===== src/rtl/codec_link_pkg.sv =====
package codec_link_pkg;
  localparam int NSUB = 2;

  // effective half period of the serial clock, in system clocks
  function automatic int unsigned eff_half(input int unsigned h);
    return (h == 0) ? 32'd1 : h;
  endfunction

  // serial bit position that follows pos in a frame of len cycles
  function automatic int unsigned next_pos(input int unsigned pos, input int unsigned len);
    return (pos == len - 1) ? 32'd0 : pos + 32'd1;
  endfunction
endpackage


===== src/rtl/codec_link_clkdiv.sv =====
module codec_link_clkdiv #(
  parameter int DIVW = 8
) (
  input  logic            clk,
  input  logic            rst_n,
  input  logic            run,
  input  logic [DIVW-1:0] half_div,
  output logic            sclk,
  output logic            rise_tick
);
  import codec_link_pkg::*;

  logic [DIVW-1:0] cnt;
  logic [DIVW-1:0] lim;
  logic            wrap;

  assign lim       = DIVW'(eff_half(32'(half_div)) - 32'd1);
  assign wrap      = run && (cnt == lim);
  assign rise_tick = wrap && !sclk;

  always_ff @(posedge clk or negedge rst_n) begin
    if (!rst_n) begin
      cnt  <= '0;
      sclk <= 1'b0;
    end else if (!run) begin
      cnt  <= '0;
      sclk <= 1'b0;
    end else if (wrap) begin
      cnt  <= '0;
      sclk <= ~sclk;
    end else begin
      cnt <= cnt + 1'b1;
    end
  end

  // every rise event really produces a high serial clock
  a_r2_tick_rises: assert property (@(posedge clk) disable iff (!rst_n)
    rise_tick |=> sclk);

  // an idle link keeps the serial clock low
  a_r10_idle_clock: assert property (@(posedge clk) disable iff (!rst_n)
    !run |=> !sclk);
endmodule


===== src/rtl/codec_link_framer.sv =====
module codec_link_framer #(
  parameter int FRAME = 128,
  localparam int BW   = $clog2(FRAME)
) (
  input  logic          clk,
  input  logic          rst_n,
  input  logic          run,
  input  logic          rise_tick,
  output logic [BW-1:0] bitc,
  output logic          sync,
  output logic          frame_start,
  output logic          primed
);
  import codec_link_pkg::*;

  logic [BW-1:0] nxt;

  assign nxt         = BW'(next_pos(32'(bitc), FRAME));
  assign frame_start = rise_tick && (nxt == '0);

  always_ff @(posedge clk or negedge rst_n) begin
    if (!rst_n) begin
      bitc   <= BW'(FRAME - 2);
      sync   <= 1'b0;
      primed <= 1'b0;
    end else if (!run) begin
      bitc   <= BW'(FRAME - 2);
      sync   <= 1'b0;
      primed <= 1'b0;
    end else if (rise_tick) begin
      bitc <= nxt;
      sync <= (nxt == BW'(FRAME - 1));
      if (frame_start) primed <= 1'b1;
    end
  end

  // sync never lasts past one serial cycle
  a_r4_sync_single: assert property (@(posedge clk) disable iff (!rst_n)
    (sync && rise_tick) |=> !sync);

  // a frame only begins out of a sync cycle
  a_r3_start_after_sync: assert property (@(posedge clk) disable iff (!rst_n)
    frame_start |-> sync);
endmodule


===== src/rtl/codec_link_shifter.sv =====
module codec_link_shifter #(
  parameter int SUBW  = 64,
  parameter int NSUB  = 2,
  localparam int FRAME = SUBW * NSUB,
  localparam int BW    = $clog2(FRAME)
) (
  input  logic                      clk,
  input  logic                      rst_n,
  input  logic                      run,
  input  logic                      rise_tick,
  input  logic                      frame_start,
  input  logic                      primed,
  input  logic [BW-1:0]             bitc,
  input  logic [NSUB-1:0]           sub_en,
  input  logic [NSUB-1:0][SUBW-1:0] hold,
  input  logic                      sdin,
  output logic                      sdout,
  output logic [NSUB-1:0][SUBW-1:0] rx,
  output logic [NSUB-1:0]           sub_end
);
  logic [FRAME-1:0] load_vec;
  logic [FRAME-1:0] txsh;
  logic [SUBW-1:0]  rxsh;
  logic [SUBW-1:0]  rx_next;

  // subframe 0 occupies the top bits so it leaves first
  always_comb begin
    load_vec = '0;
    for (int i = 0; i < NSUB; i++)
      load_vec[FRAME-1-i*SUBW -: SUBW] = sub_en[i] ? hold[i] : '0;
  end

  always_ff @(posedge clk or negedge rst_n) begin
    if (!rst_n) begin
      txsh  <= '0;
      sdout <= 1'b0;
    end else if (!run) begin
      txsh  <= '0;
      sdout <= 1'b0;
    end else if (rise_tick) begin
      if (frame_start) begin
        sdout <= load_vec[FRAME-1];
        txsh  <= load_vec << 1;
      end else begin
        sdout <= txsh[FRAME-1];
        txsh  <= txsh << 1;
      end
    end
  end

  assign rx_next = {rxsh[SUBW-2:0], sdin};

  always_ff @(posedge clk or negedge rst_n) begin
    if (!rst_n)         rxsh <= '0;
    else if (rise_tick) rxsh <= rx_next;
  end

  for (genvar g = 0; g < NSUB; g++) begin : g_rx
    logic [SUBW-1:0] word_q;
    assign sub_end[g] = rise_tick && primed && (bitc == BW'((g + 1) * SUBW - 1));
    always_ff @(posedge clk or negedge rst_n) begin
      if (!rst_n)                       word_q <= '0;
      else if (sub_end[g] && sub_en[g]) word_q <= rx_next;
    end
    assign rx[g] = word_q;
  end

  // a muted first subframe starts with a zero bit
  a_r7_muted_zero: assert property (@(posedge clk) disable iff (!rst_n)
    (frame_start && !sub_en[0]) |=> !sdout);

  // a muted subframe keeps its receive word
  a_r7_muted_hold: assert property (@(posedge clk) disable iff (!rst_n)
    (sub_end[0] && !sub_en[0]) |=> $stable(rx[0]));

  // idle link drives no data
  a_r10_idle_data: assert property (@(posedge clk) disable iff (!rst_n)
    !run |=> !sdout);
endmodule


===== src/rtl/codec_link_master.sv =====
module codec_link_master #(
  parameter int DIVW = 8,
  parameter int SUBW = 64
) (
  input  logic            clk,
  input  logic            rst_n,
  input  logic            run,
  input  logic [DIVW-1:0] half_div,
  input  logic [1:0]      sub_en,
  input  logic            irq_en,
  input  logic [1:0]      tx_wr,
  input  logic [SUBW-1:0] tx_wdata,
  input  logic            done_clr,
  input  logic            sdin,
  output logic            sclk,
  output logic            sync,
  output logic            sdout,
  output logic [SUBW-1:0] rx_word0,
  output logic [SUBW-1:0] rx_word1,
  output logic            done,
  output logic            irq
);
  localparam int NSUB  = codec_link_pkg::NSUB;
  localparam int FRAME = NSUB * SUBW;
  localparam int BW    = $clog2(FRAME);

  logic                      rise_tick;
  logic [BW-1:0]             bitc;
  logic                      frame_start;
  logic                      primed;
  logic [NSUB-1:0]           sub_end;
  logic                      frame_end;
  logic [NSUB-1:0][SUBW-1:0] hold;
  logic [NSUB-1:0][SUBW-1:0] rx;

  codec_link_clkdiv #(.DIVW(DIVW)) u_div (
    .clk(clk), .rst_n(rst_n), .run(run), .half_div(half_div),
    .sclk(sclk), .rise_tick(rise_tick)
  );

  codec_link_framer #(.FRAME(FRAME)) u_frm (
    .clk(clk), .rst_n(rst_n), .run(run), .rise_tick(rise_tick),
    .bitc(bitc), .sync(sync), .frame_start(frame_start), .primed(primed)
  );

  codec_link_shifter #(.SUBW(SUBW), .NSUB(NSUB)) u_shf (
    .clk(clk), .rst_n(rst_n), .run(run), .rise_tick(rise_tick),
    .frame_start(frame_start), .primed(primed), .bitc(bitc),
    .sub_en(sub_en), .hold(hold), .sdin(sdin), .sdout(sdout),
    .rx(rx), .sub_end(sub_end)
  );

  always_ff @(posedge clk or negedge rst_n) begin
    if (!rst_n) hold <= '0;
    else begin
      for (int i = 0; i < NSUB; i++)
        if (tx_wr[i]) hold[i] <= tx_wdata;
    end
  end

  assign frame_end = sub_end[NSUB-1];

  always_ff @(posedge clk or negedge rst_n) begin
    if (!rst_n)         done <= 1'b0;
    else if (frame_end) done <= 1'b1;
    else if (done_clr)  done <= 1'b0;
  end

  assign irq      = done && irq_en;
  assign rx_word0 = rx[0];
  assign rx_word1 = rx[1];

  // the end of a frame always raises the flag
  a_r8_done_on_end: assert property (@(posedge clk) disable iff (!rst_n)
    frame_end |=> done);

  // the flag is sticky until software clears it
  a_r8_done_sticky: assert property (@(posedge clk) disable iff (!rst_n)
    (done && !done_clr) |=> done);

  // receive words only move at a subframe boundary
  a_r6_rx1_boundary: assert property (@(posedge clk) disable iff (!rst_n)
    !sub_end[1] |=> $stable(rx_word1));
endmodule


===== config.mk =====
export PLATFORM = sky130hd
export DESIGN_NAME = codec_link_master
export DESIGN_NICKNAME = d
export VERILOG_FILES = /design/src/rtl/codec_link_pkg.sv /design/src/rtl/codec_link_clkdiv.sv /design/src/rtl/codec_link_framer.sv /design/src/rtl/codec_link_shifter.sv /design/src/rtl/codec_link_master.sv
export SDC_FILE = /design/constraint.sdc
export NUM_CORES = 1
export LEC_CHECK = 0
export BUFFER_PORTS_ARGS = -buffer_cell sky130_fd_sc_hd__buf_2
export CORE_MARGIN = 5
export CORE_UTILIZATION = 60
export DETAILED_ROUTE_END_ITERATION = 8
export HOLD_SLACK_MARGIN = 0.12
export PLACE_DENSITY = 0.81
export SYNTH_ARGS = -nofsm -noshare
export SYNTH_HDL_FRONTEND = slang
export SYNTH_SLANG_ARGS = --single-unit

===== constraint.sdc =====
create_clock -name clk -period 4.8 [get_ports clk]
set_clock_uncertainty 0.2 [all_clocks]
set_input_delay 0.24 -clock clk [delete_from_list [all_inputs] [get_ports clk]]
set_output_delay 0.24 -clock clk [all_outputs]
set_load 0.02 [all_outputs]

# Word level (Yosys, flattened, before mapping)
# Index checks and enable logic that the tools add are counted.
[totals]
input_bits = 82
word_cells = 61
ff_bits = 467
[op_classes]
add_sub_neg = 3
n_mux = 23
reduce_logical = 14
eq_ne = 7
n_bitwise = 1
[ops]
columns = ["cell", "n"]
rows = [
  ["$mux W128", 3],
  ["$mux W64", 2],
  ["$mux W8", 3],
  ["$mux W7", 3],
  ["$eq A7 B7 Y1 const B", 2],
  ["$mux W1", 12],
  ["$logic_and A1 B1 Y1", 9],
  ["$add A8 B1 Y8 const B", 1],
  ["$eq A8 B8 Y1", 1],
  ["$logic_not A8 Y1", 1],
  ["$sub A8 B1 Y8 const B", 1],
  ["$add A7 B1 Y7 const B", 1],
  ["$eq A7 B6 Y1 const B", 1],
  ["$logic_not A7 Y1", 1],
  ["$ne A2 B1 Y1 const B", 3],
  ["$reduce_and A2 Y1", 1],
  ["$reduce_bool A2 Y1", 1],
  ["$logic_not A1 Y1", 1],
  ["$not A1 Y1", 1],
]

# Logic depth before layout (Yosys ltp)
# Gate-level depths: netlist of the first run.
[depth]
word_depth = 10
ltp_mapped = 13
depth_no_buf = 10

# Cells and area by module
# A second synthesis of the first run with hierarchy kept.
[hier_totals]
hier_cells = 1534
hier_area_um2 = 20231.9
[modules_own_cells]
columns = ["mod", "area_per_inst_um2", "instances", "cells_each"]
rows = [
  ["codec_link_shifter", 13519.2, 1, 1124],
  ["codec_link_master", 5400.2, 1, 274],
  ["codec_link_clkdiv", 710.7, 1, 73],
  ["codec_link_framer", 601.8, 1, 63],
]

# Least setup slack after synthesis of the first run
# OpenSTA, ideal clock, no wires.
[synth_timing]
path_type = "input port to flip-flop"
startpoint = "input half_div[2]"
endpoint = "register u_shf.g_rx[0].word_q[55]"
setup_time_ns = 0.128
t_required_ns = 4.472
path_buffers = 2
path_stages = 12
slack_ns = 1.599
arrival_ns = 2.874
cell_sequence = "nor4_2 and3_1 nor2_1 ha_1 a22oi_1 o221ai_1 a21oi_1 and4_1 clkbuf_1 nand4_2 clkbuf_1 mux2_1"
[synth_via]
elab_chain_len = 9
[synth_rtl]
columns = ["item", "line", "text"]
rows = [
  ["start: declaration", "codec_link_master.sv:8", "input logic [DIVW-1:0] half_div,"],
  ["$logic_not A8 Y1", "codec_link_pkg.sv:6", "return (h == 0) ? 32'd1 : h;"],
  ["$mux W8 *", "codec_link_pkg.sv:6", ""],
  ["$sub A8 B1 Y8 *", "codec_link_clkdiv.sv:17", "assign lim = DIVW'(eff_half(32'(half_div)) - 32'd1);"],
  ["$eq A8 B8 Y1 *", "codec_link_clkdiv.sv:18", "assign wrap = run && (cnt == lim);"],
  ["$logic_and A1 B1 Y1 *", "codec_link_clkdiv.sv:18", ""],
  ["$logic_and A1 B1 Y1 *", "codec_link_clkdiv.sv:19", "assign rise_tick = wrap && !sclk;"],
  ["$logic_and A1 B1 Y1 * (2 in a row)", "codec_link_shifter.sv:60", "assign sub_end[g] = rise_tick && primed && (bitc == BW'((g + 1) * SUBW - 1));"],
  ["$logic_and A1 B1 Y1 *", "codec_link_shifter.sv:63", "else if (sub_end[g] && sub_en[g]) word_q <= rx_next;"],
  ["end signal: assignment", "codec_link_shifter.sv:63", ""],
  ["end: declaration", "codec_link_shifter.sv:59", "logic [SUBW-1:0] word_q;"],
]
# Mark *: on every way between the ends. The rest lies on a longest branch, timed or not.
# A chain may end at the register's enable or synchronous reset.

# Worst setup path after layout of the first run
[layout_timing]
startpoint = "register u_frm.bitc[1]"
endpoint = "register u_shf.txsh[62]"
[layout_via]
elab_chain_len = 7
word_cells_on_any_way = 8
[layout_rtl]
columns = ["item", "line", "text"]
rows = [
  ["start: declaration", "codec_link_framer.sv:9", "output logic [BW-1:0] bitc,"],
  ["start signal: assignment", "codec_link_framer.sv:23", "bitc <= BW'(FRAME - 2);"],
  ["start signal: assignment", "codec_link_framer.sv:27", "bitc <= BW'(FRAME - 2);"],
  ["start signal: assignment", "codec_link_framer.sv:31", "bitc <= nxt;"],
  ["$add A7 B1 Y7 / $eq A7 B7 Y1 (equally long branches)", "codec_link_pkg.sv:11", "return (pos == len - 1) ? 32'd0 : pos + 32'd1;"],
  ["$mux W7 *", "codec_link_pkg.sv:11", ""],
  ["$logic_not A7 Y1 *", "codec_link_framer.sv:19", "assign frame_start = rise_tick && (nxt == '0);"],
  ["$logic_and A1 B1 Y1 *", "codec_link_framer.sv:19", ""],
  ["$mux W128 *", "codec_link_shifter.sv:41", "if (frame_start) begin"],
  ["$mux W128 *", "codec_link_shifter.sv:40", "end else if (rise_tick) begin"],
  ["$mux W128 *", "codec_link_shifter.sv:37", "end else if (!run) begin"],
  ["end signal: assignment", "codec_link_shifter.sv:43", "txsh <= load_vec << 1;"],
  ["end signal: assignment", "codec_link_shifter.sv:46", "txsh <= txsh << 1;"],
  ["end: declaration", "codec_link_shifter.sv:22", "logic [FRAME-1:0] txsh;"],
]
# Mark *: on every way between the ends. The rest lies on a longest branch, timed or not. The select of a mux whose other input is x is not followed.

==> results of run 1 <==
worst max-delay path, delay by kind of cell (launching register included):
kind                     cells  cell delay (ps)
buffers and inverters        1              350
flip-flops                   1              590
AO/OA/AOI/OAI                2              540
AND/OR/NAND/NOR              4             1420
adder cells (fa/ha/maj)      1              380
cells in the mapped netlist (6+ instances only):
cell type / instances
buf_2: 17
nand3_1: 137
xnor2_1: 7
clkbuf_1: 118
mux2_1: 26
mux2_2: 293
a311oi_1: 127
a21oi_1: 133
and3_1: 6
inv_1: 8
nor2_1: 13
dfrtp_1: 460
nand2_1: 134
xor2_1: 8
dfstp_2: 6
o21ai_0: 11
flip-flops by register name, summed over array words and instances (netlist names):
register	cells
hold	128
u_div.sclk	1
done	1
u_shf.txsh	127
u_shf.sdout	1
u_frm.primed	1
u_shf.rxsh	63
u_div.cnt	8
u_frm.bitc	7
u_shf.g_rx.word_q	128
u_frm.sync	1
stage by stage:
| stage | hold slack, ps | util |
|---|---|---|
| floorplan | -256 | - |
| global placement | 197 | 0.650 |
| detailed placement | 204 | 0.650 |
| CTS | 193 | 0.721 |
| global route | 214 | 0.721 |
| finish | 199 | 0.721 |
cell families after synthesis:
kind of cell             Yosys count
adder cells (fa/ha/maj)            5
buffers and inverters            144
multiplexers                     319
flip-flops                       466
XOR/XNOR                          15
AO/OA/AOI/OAI                    295
AND/OR/NAND/NOR                  322
power by group:
group          total, mW  internal [mW]  switching [mW]
logic              0.488          0.209           0.279
registers           4.13           4.05          0.0770
clock network       3.72           2.21            1.51
total               8.34           6.48            1.86
metal layers:
| layer | vias to the layer above | track usage | part of all wire |
|---|---|---|---|
| li1 | 6224 | - | - |
| met1 | 7150 | 0.352 | 0.42 |
| met2 | 528 | 0.414 | 0.49 |
| met3 | 77 | 0.0414 | 0.059 |
| met4 | 0 | 0.0635 | 0.023 |
| met5 | - | 0 | 0 |
path summary, 6_finish.rpt:
path	from	to	slack, ps	cells after the start
max	u_frm.bitc[1]	u_shf.txsh[62]	1170	8
min	rst_n	u_shf.rxsh[55]	200	2
max reg2reg	u_frm.bitc[1]	u_shf.txsh[62]	1170	8
min reg2reg	u_shf.g_rx[1].word_q[4]	u_shf.g_rx[1].word_q[4]	290	1
max in group asynchronous	rst_n	u_shf.rxsh[12]	3000	3
min in group clk	tx_wr[0]	hold[17]	210	2
final cells by class:
cell class	count	share of cell area
antenna	2	0.000215
clock buffer	70	0.0593
clock inverter	17	0.00890
inverter	9	0.00150
multi-input combinational	956	0.316
sequential	466	0.500
tap	442	0.0237
timing repair buffer	310	0.0899
==> impl_metrics.csv, run 1 <==
group,metric,value,unit
floorplanning,die_h,191,µm
place,postPlaceCellArea,21100,µm²
global_route,grt_overflow,0,
global_route,grt_pass1_vias,14300,
worst_setup_path,critical_path_class,"reg2reg",
layout,seqCellArea,11700,µm²
synthesis,synth_cell_types,50,
timing,drv_slew,0,
routing,dr.pass1.iters,6,
synthesis,synth_xor_area_frac,0.00671,
synthesis,synth-simple-area-share,0.0781,
routing,drc_errors,0,
synthesis,syn-instance-count,1566,
cts,cts_max_level,2,
floorplanning,die-area,36300,µm²
routing,wl_per_cell,20.1,µm
power,ir_worst_vdd,0.297,mV
synthesis,yosysWarnings,0,
floorplanning,row_count,66,
run,cap_violations,0,
timing,max-slew-margin-rel,0.271,
layout,final_common_cell,"dfrtp_1",
place,hpwlAfterDp,26.9,mm
global_route,grt_pass1_wl,75.8,mm
synthesis,synth.largest_area_cell,"dfrtp_1",
place,post-place-ws,1240,ps
routing,wirelength,45.7,mm
timing,worst_pin_slew,1090,ps
cts,cts_num_sinks,466,
layout,multi_input_area,7380,µm²
routing,via_count,14000,
cts,clock_tree.buffer_depth,3,
power,p_leak,10.6,nW
synthesis,synth_compound_area_frac,0.104,
routing,ant_nets,0,
worst_setup_path,critical_path_required,5020,ps
routing,drt-initial-drc-count,1280,
synthesis,synth_edf_count,0,
floorplanning,initial_core_util,0.605,
timing,setup_ws,1170,ps
synthesis,synth.area.top_cells,"dfrtp_1, mux2_2, a311oi_1",
timing,tns,0,ps
power,p_total,8.34,mW
synthesis,synth-main-ff-cell,"dfrtp_1",
synthesis,async_reset_ff_frac,1.00,
cts,cts_setup_buffers,0,
synthesis,synth.avg_cell_area,12.5,µm²
synthesis,synthesis.nets,1653,
layout,final_cell_mix,"dfrtp_1, mux2_2, buf_2, nand3_1",
synthesis,synth_top_area_share,0.588,
worst_setup_path,end_kind,"register",
min_path,hold_path.class,"in2async",
timing,rsz0062_at_grt,"no",
layout,nFillCells,2206,
layout,drive_gt1_frac,0.347,
layout,syn2layout_area_growth,19.2,%
worst_setup_path,cp_data_arrival_time,3850,ps
place,globalplace.congestion,0.837,
global_route,grt_start_max_net_pins,128,
worst_setup_path,slowest_delay,730,ps
cts,worst_skew_pair.late_latency,550,ps
cts,cts.hold.buffers_added,68,
worst_setup_path,cp_max_fo,55,
run_status,status,"complete, no violations",
place,placed_cells,2115,
floorplanning,core_area,32400,µm²
floorplanning,ios,215,
global_route,antenna_found_initial,2,
synthesis,netlist_area,19600,µm²
timing,clock.fmax,276,MHz
layout,final_cells,2272,
synthesis,synth_seq_area_share,0.596,
worst_setup_path,start_kind,"register",
synthesis,synth-seq-cells,466,
layout,final_nets,1877,
layout,finalInstanceArea,23300,µm²
worst_setup_path,crit_chain,"ha_1 > nand2_1 > nor3_1 > a21oi_1 > nor2_4 > buf_12 > nand3_1 > a311oi_1",
worst_setup_path,cpMaxStageDelayCell,"nor2_4",
synthesis,synth_mux_area_frac,0.184,
cts,cts_resized,0,
routing,via_per_inst,6.15,
place,port_buffers,214,
power,cellPowerDensity,357,nW/µm²
cts,root_buffer,"clkbuf_16",
timing,hold_viol_final,0,
cts,cts_tree,"yes",
cts,clkTransAtPathRegs,60,ps
timing,setup_viol,0,
cts,cts_buffers,47,
timing,period_needed,3630,ps
timing,fin_crit_sh,0.756,
floorplanning,die-width,191,µm
global_route,grt.total_usage,0.251,
synthesis,synth_top_family_by_area,"multiplexers",
synthesis,synth_adder_area_share,0.00320,
Note: power is estimated with default switching activity, not from simulation.
==> inputs of run 2 (changes only) <==
- ABC_AREA: unset -> 1
- CORE_UTILIZATION: 60 -> 59
- PLACE_DENSITY: 0.81 -> 0.8
- clock period: 4.8 -> 3.6 ns (I/O delays scaled with it)
==> run 2 against run 1 <==
  * Synthesized cell count grew 39%
  * Critical endpoint is now u_frm.bitc[3]
  * Highest routed layer unchanged
  * Worst hold slack lost 55 ps
  * Critical path type is now in2reg
  * Utilization shrank 0.92 points
  * Sequential share of layout area shrank 0.86 points
  * Largest cell class unchanged
  * Largest power group unchanged
  * Combinational power grew 61%
==> impl_metrics.csv, run 2 <==
group,metric,value,unit
min_path,holdPathStages,3,
cts,cts_max_level,2,
power,p_leak,11.9,nW
power,switching_share,0.229,
worst_setup_path,critical_path_required,3900,ps
power,seq_power_share,0.492,
routing,drc_errors,0,
floorplanning,die-area,37500,µm²
routing,wirelength,47.3,mm
routing,drt-initial-drc-count,1186,
routing,via_per_inst,5.46,
cts,clock_tree.buffer_depth,3,
run_status,status,"complete, no violations",
synthesis,synth_top_area_share,0.579,
synthesis,yosysMostFrequentCell,"nand2_1",
synthesis,synth_cell_types,36,
synthesis,synth_edf_count,0,
global_route,grt_start_max_net_pins,256,
worst_setup_path,slowest_delay,580,ps
min_path,hp-start,"done_clr",
timing,clock.fmax,293,MHz
layout,reg_top3,"hold: 128 flops, u_shf.g_rx.word_q: 128 flops, u_shf.txsh: 127 flops",
cts,cts_tree,"yes",
synthesis,synth-main-ff-cell,"dfrtp_1",
power,pwr-share-clk,0.438,
worst_setup_path,crit_chain,"dlygate4sd3_1 > buf_2 > nor2_1 > dlygate4sd3_1 > nand4_1 > dlygate4sd3_1 > nand2_1 > nand2_1 > nor2_2 > nand3_4 > inv_6 > nand2_1 > nand3_1 > dlygate4sd3_1",
worst_setup_path,cp_data_arrival_time,3710,ps
layout,syn2layout_area_growth,19.4,%
place,post-place-ws,395,ps
cts,cts_buffers,47,
cts,worst_skew_pair.late_latency,560,ps
cts,cts_num_sinks,466,
timing,period_needed,3410,ps
synthesis,synthesis.nets,2258,
place,hpwlAfterDp,28.1,mm
layout,drive_gt1_frac,0.194,
synthesis,synth.avg_cell_area,9.16,µm²
synthesis,synth-seq-cells,466,
synthesis,netlist_area,19900,µm²
timing,hold_viol_final,0,
power,cellPowerDensity,471,nW/µm²
worst_setup_path,end_kind,"register",
timing,setup_viol,0,
floorplanning,die-width,194,µm
power,ir_worst_vdd,0.458,mV
layout,final_common_cell,"nand2_1",
power,p_int,8.62,mW
worst_setup_path,r2r_setup_slack,560,ps
worst_setup_path,cp_max_fo,26,
worst_setup_path,r2r-end,"u_shf.txsh[29]",
layout,final_nets,2495,
timing,rsz0062_at_grt,"no",
layout,finalCoreUtilization,0.712,
global_route,grt_pass1_vias,16100,
floorplanning,initial_core_util,0.596,
power,p_total,11.2,mW
power,switchingPower,2.55,mW
timing,tns,0,ps
floorplanning,row_count,67,
global_route,grt_pass1_wl,80.2,mm
routing,ant_nets,0,
timing,worst_pin_slew,929,ps
layout,final_cell_mix,"nand2_1, dfrtp_1, buf_2, o21ai_0, mux2_2",
synthesis,synth.area.top_cells,"dfrtp_1, nand2_1, mux2_2",
cts,root_buffer,"clkbuf_16",
floorplanning,core_area,33400,µm²
routing,dr.pass1.iters,5,
global_route,grt.total_usage,0.251,
synthesis,synth_seq_area_share,0.587,
floorplanning,ios,215,
worst_setup_path,critical_path_class,"in2reg",
worst_setup_path,start_kind,"input pin",
worst_setup_path,reg2reg_from,"u_frm.bitc[1]",
routing,wl_per_cell,16.4,µm
min_path,hold_path.class,"in2reg",
timing,max-slew-margin-rel,0.381,
routing,via_count,15800,
run,cap_violations,0,
synthesis,syn-instance-count,2171,
cts,clkTransAtPathRegs,60,ps
place,port_buffers,214,
worst_setup_path,crit_path_frequent_cell,"dlygate4sd3_1",
timing,fin_crit_sh,0.948,
worst_setup_path,cpMaxStageDelayCell,"dlygate4sd3_1",
synthesis,async_reset_ff_frac,1.00,
global_route,antenna_found_initial,3,
power,combPwrFrac,0.070,
floorplanning,die_h,194,µm
timing,drv_slew,0,
place,globalplace.congestion,0.885,
layout,nFillCells,2472,
timing,setup_ws,188,ps
global_route,grt_overflow,0,
synthesis,yosysWarnings,0,
synthesis,netlist_top_cells_count,"nand2_1, dfrtp_1, o21ai_0",
worst_setup_path,reg2reg_depth,14,
min_path,holdPathEnd,"done",
synthesis,synth.largest_area_cell,"dfrtp_1",
[run 2: changes by cell type in the layout (fill, tap and decap cells not counted), moves of 26 or more]
cell,change
mux2_1,-26
a21oi_1,-131
mux2_2,-165
inv_1,+75
o21ai_1,+63
nand2_1,+808
nand3_1,-122
o21ai_0,+187
nand4_1,+64
a311oi_1,-127
[run 2: how the worst max path moves through the flow]
stage	cells past startpoint	endpoint	startpoint	slack [ps]
final	14	u_frm.bitc[3]	half_div[4]	190
after global routing	15	u_shf.g_rx[1].word_q[28]	half_div[4]	20
after detailed placement	20	u_shf.g_rx[0].word_q[10]	half_div[0]	390
after floorplan	20	u_shf.g_rx[0].word_q[56]	half_div[0]	1190
after global placement	19	u_shf.rxsh[29]	half_div[6]	480
after CTS	15	u_shf.g_rx[0].word_q[28]	half_div[4]	180
[run 2: metrics by stage]
step / hold slack (ps) / instances / area [µm²]
floorplan: -316 / 2171 / 19900
global placement: 60.1 / 2723 / 21300
detailed placement: 68.3 / 2723 / 21300
CTS: 130 / 2885 / 23700
global route: 149 / 2891 / 23700
finish: 144 / 2891 / 23700
[run 2: worst max-delay path: cells and delay by family]
kind,cells,cell delay (ps)
buf+inv,6,2640
simple gates,8,870
[run 2: final cells by class]
class | instances | area, µm² | area share
Timing Repair Buffer | 327 | 2370 | 0.0998
Tap cell | 448 | 561 | 0.0236
Clock buffer | 69 | 1400 | 0.0590
Clock inverter | 12 | 146 | 0.00617
Inverter | 92 | 353 | 0.0149
Sequential cell | 466 | 11700 | 0.492
Antenna cell | 3 | 7.51 | 0.000316
Multi-Input combinational cell | 1474 | 7230 | 0.305
[run 2: per-layer routing]
layer | vias up | GRT usage | routed length [µm]
li1 | 7449 | - | -
met1 | 7734 | 0.331 | 19500
met4 | 0 | 0.0679 | 984
met5 | - | 0 | 0
met2 | 514 | 0.430 | 23700
met3 | 82 | 0.0518 | 3140
[run 2: timing repair]
action	CTS	global route
buffers inserted	0	2
hold buffers	81	0
gates resized for setup	0	7
setup endpoints to repair	0	96
hold endpoints to repair	633	0
[run 2: cells by family after synthesis]
group,share of synthesized area
AND/OR/NAND/NOR,0.214
flip-flops,0.587
AO/OA/AOI/OAI,0.0684
buffers and inverters,0.0510
multiplexers,0.0725
XOR/XNOR,0.00397
adder cells (fa/ha/maj),0.00315
[run 2: power groups by stage]
stage	Combinational (mW)	Sequential (mW)	Clock [mW]
2_1_floorplan	0.413	5.55	0
3_3_place_gp	0.681	5.57	0
3_5_place_dp	0.703	5.59	0
4_1_cts	0.782	5.49	4.97
5_1_grt	0.874	5.51	5.21
6_report	0.785	5.49	4.90
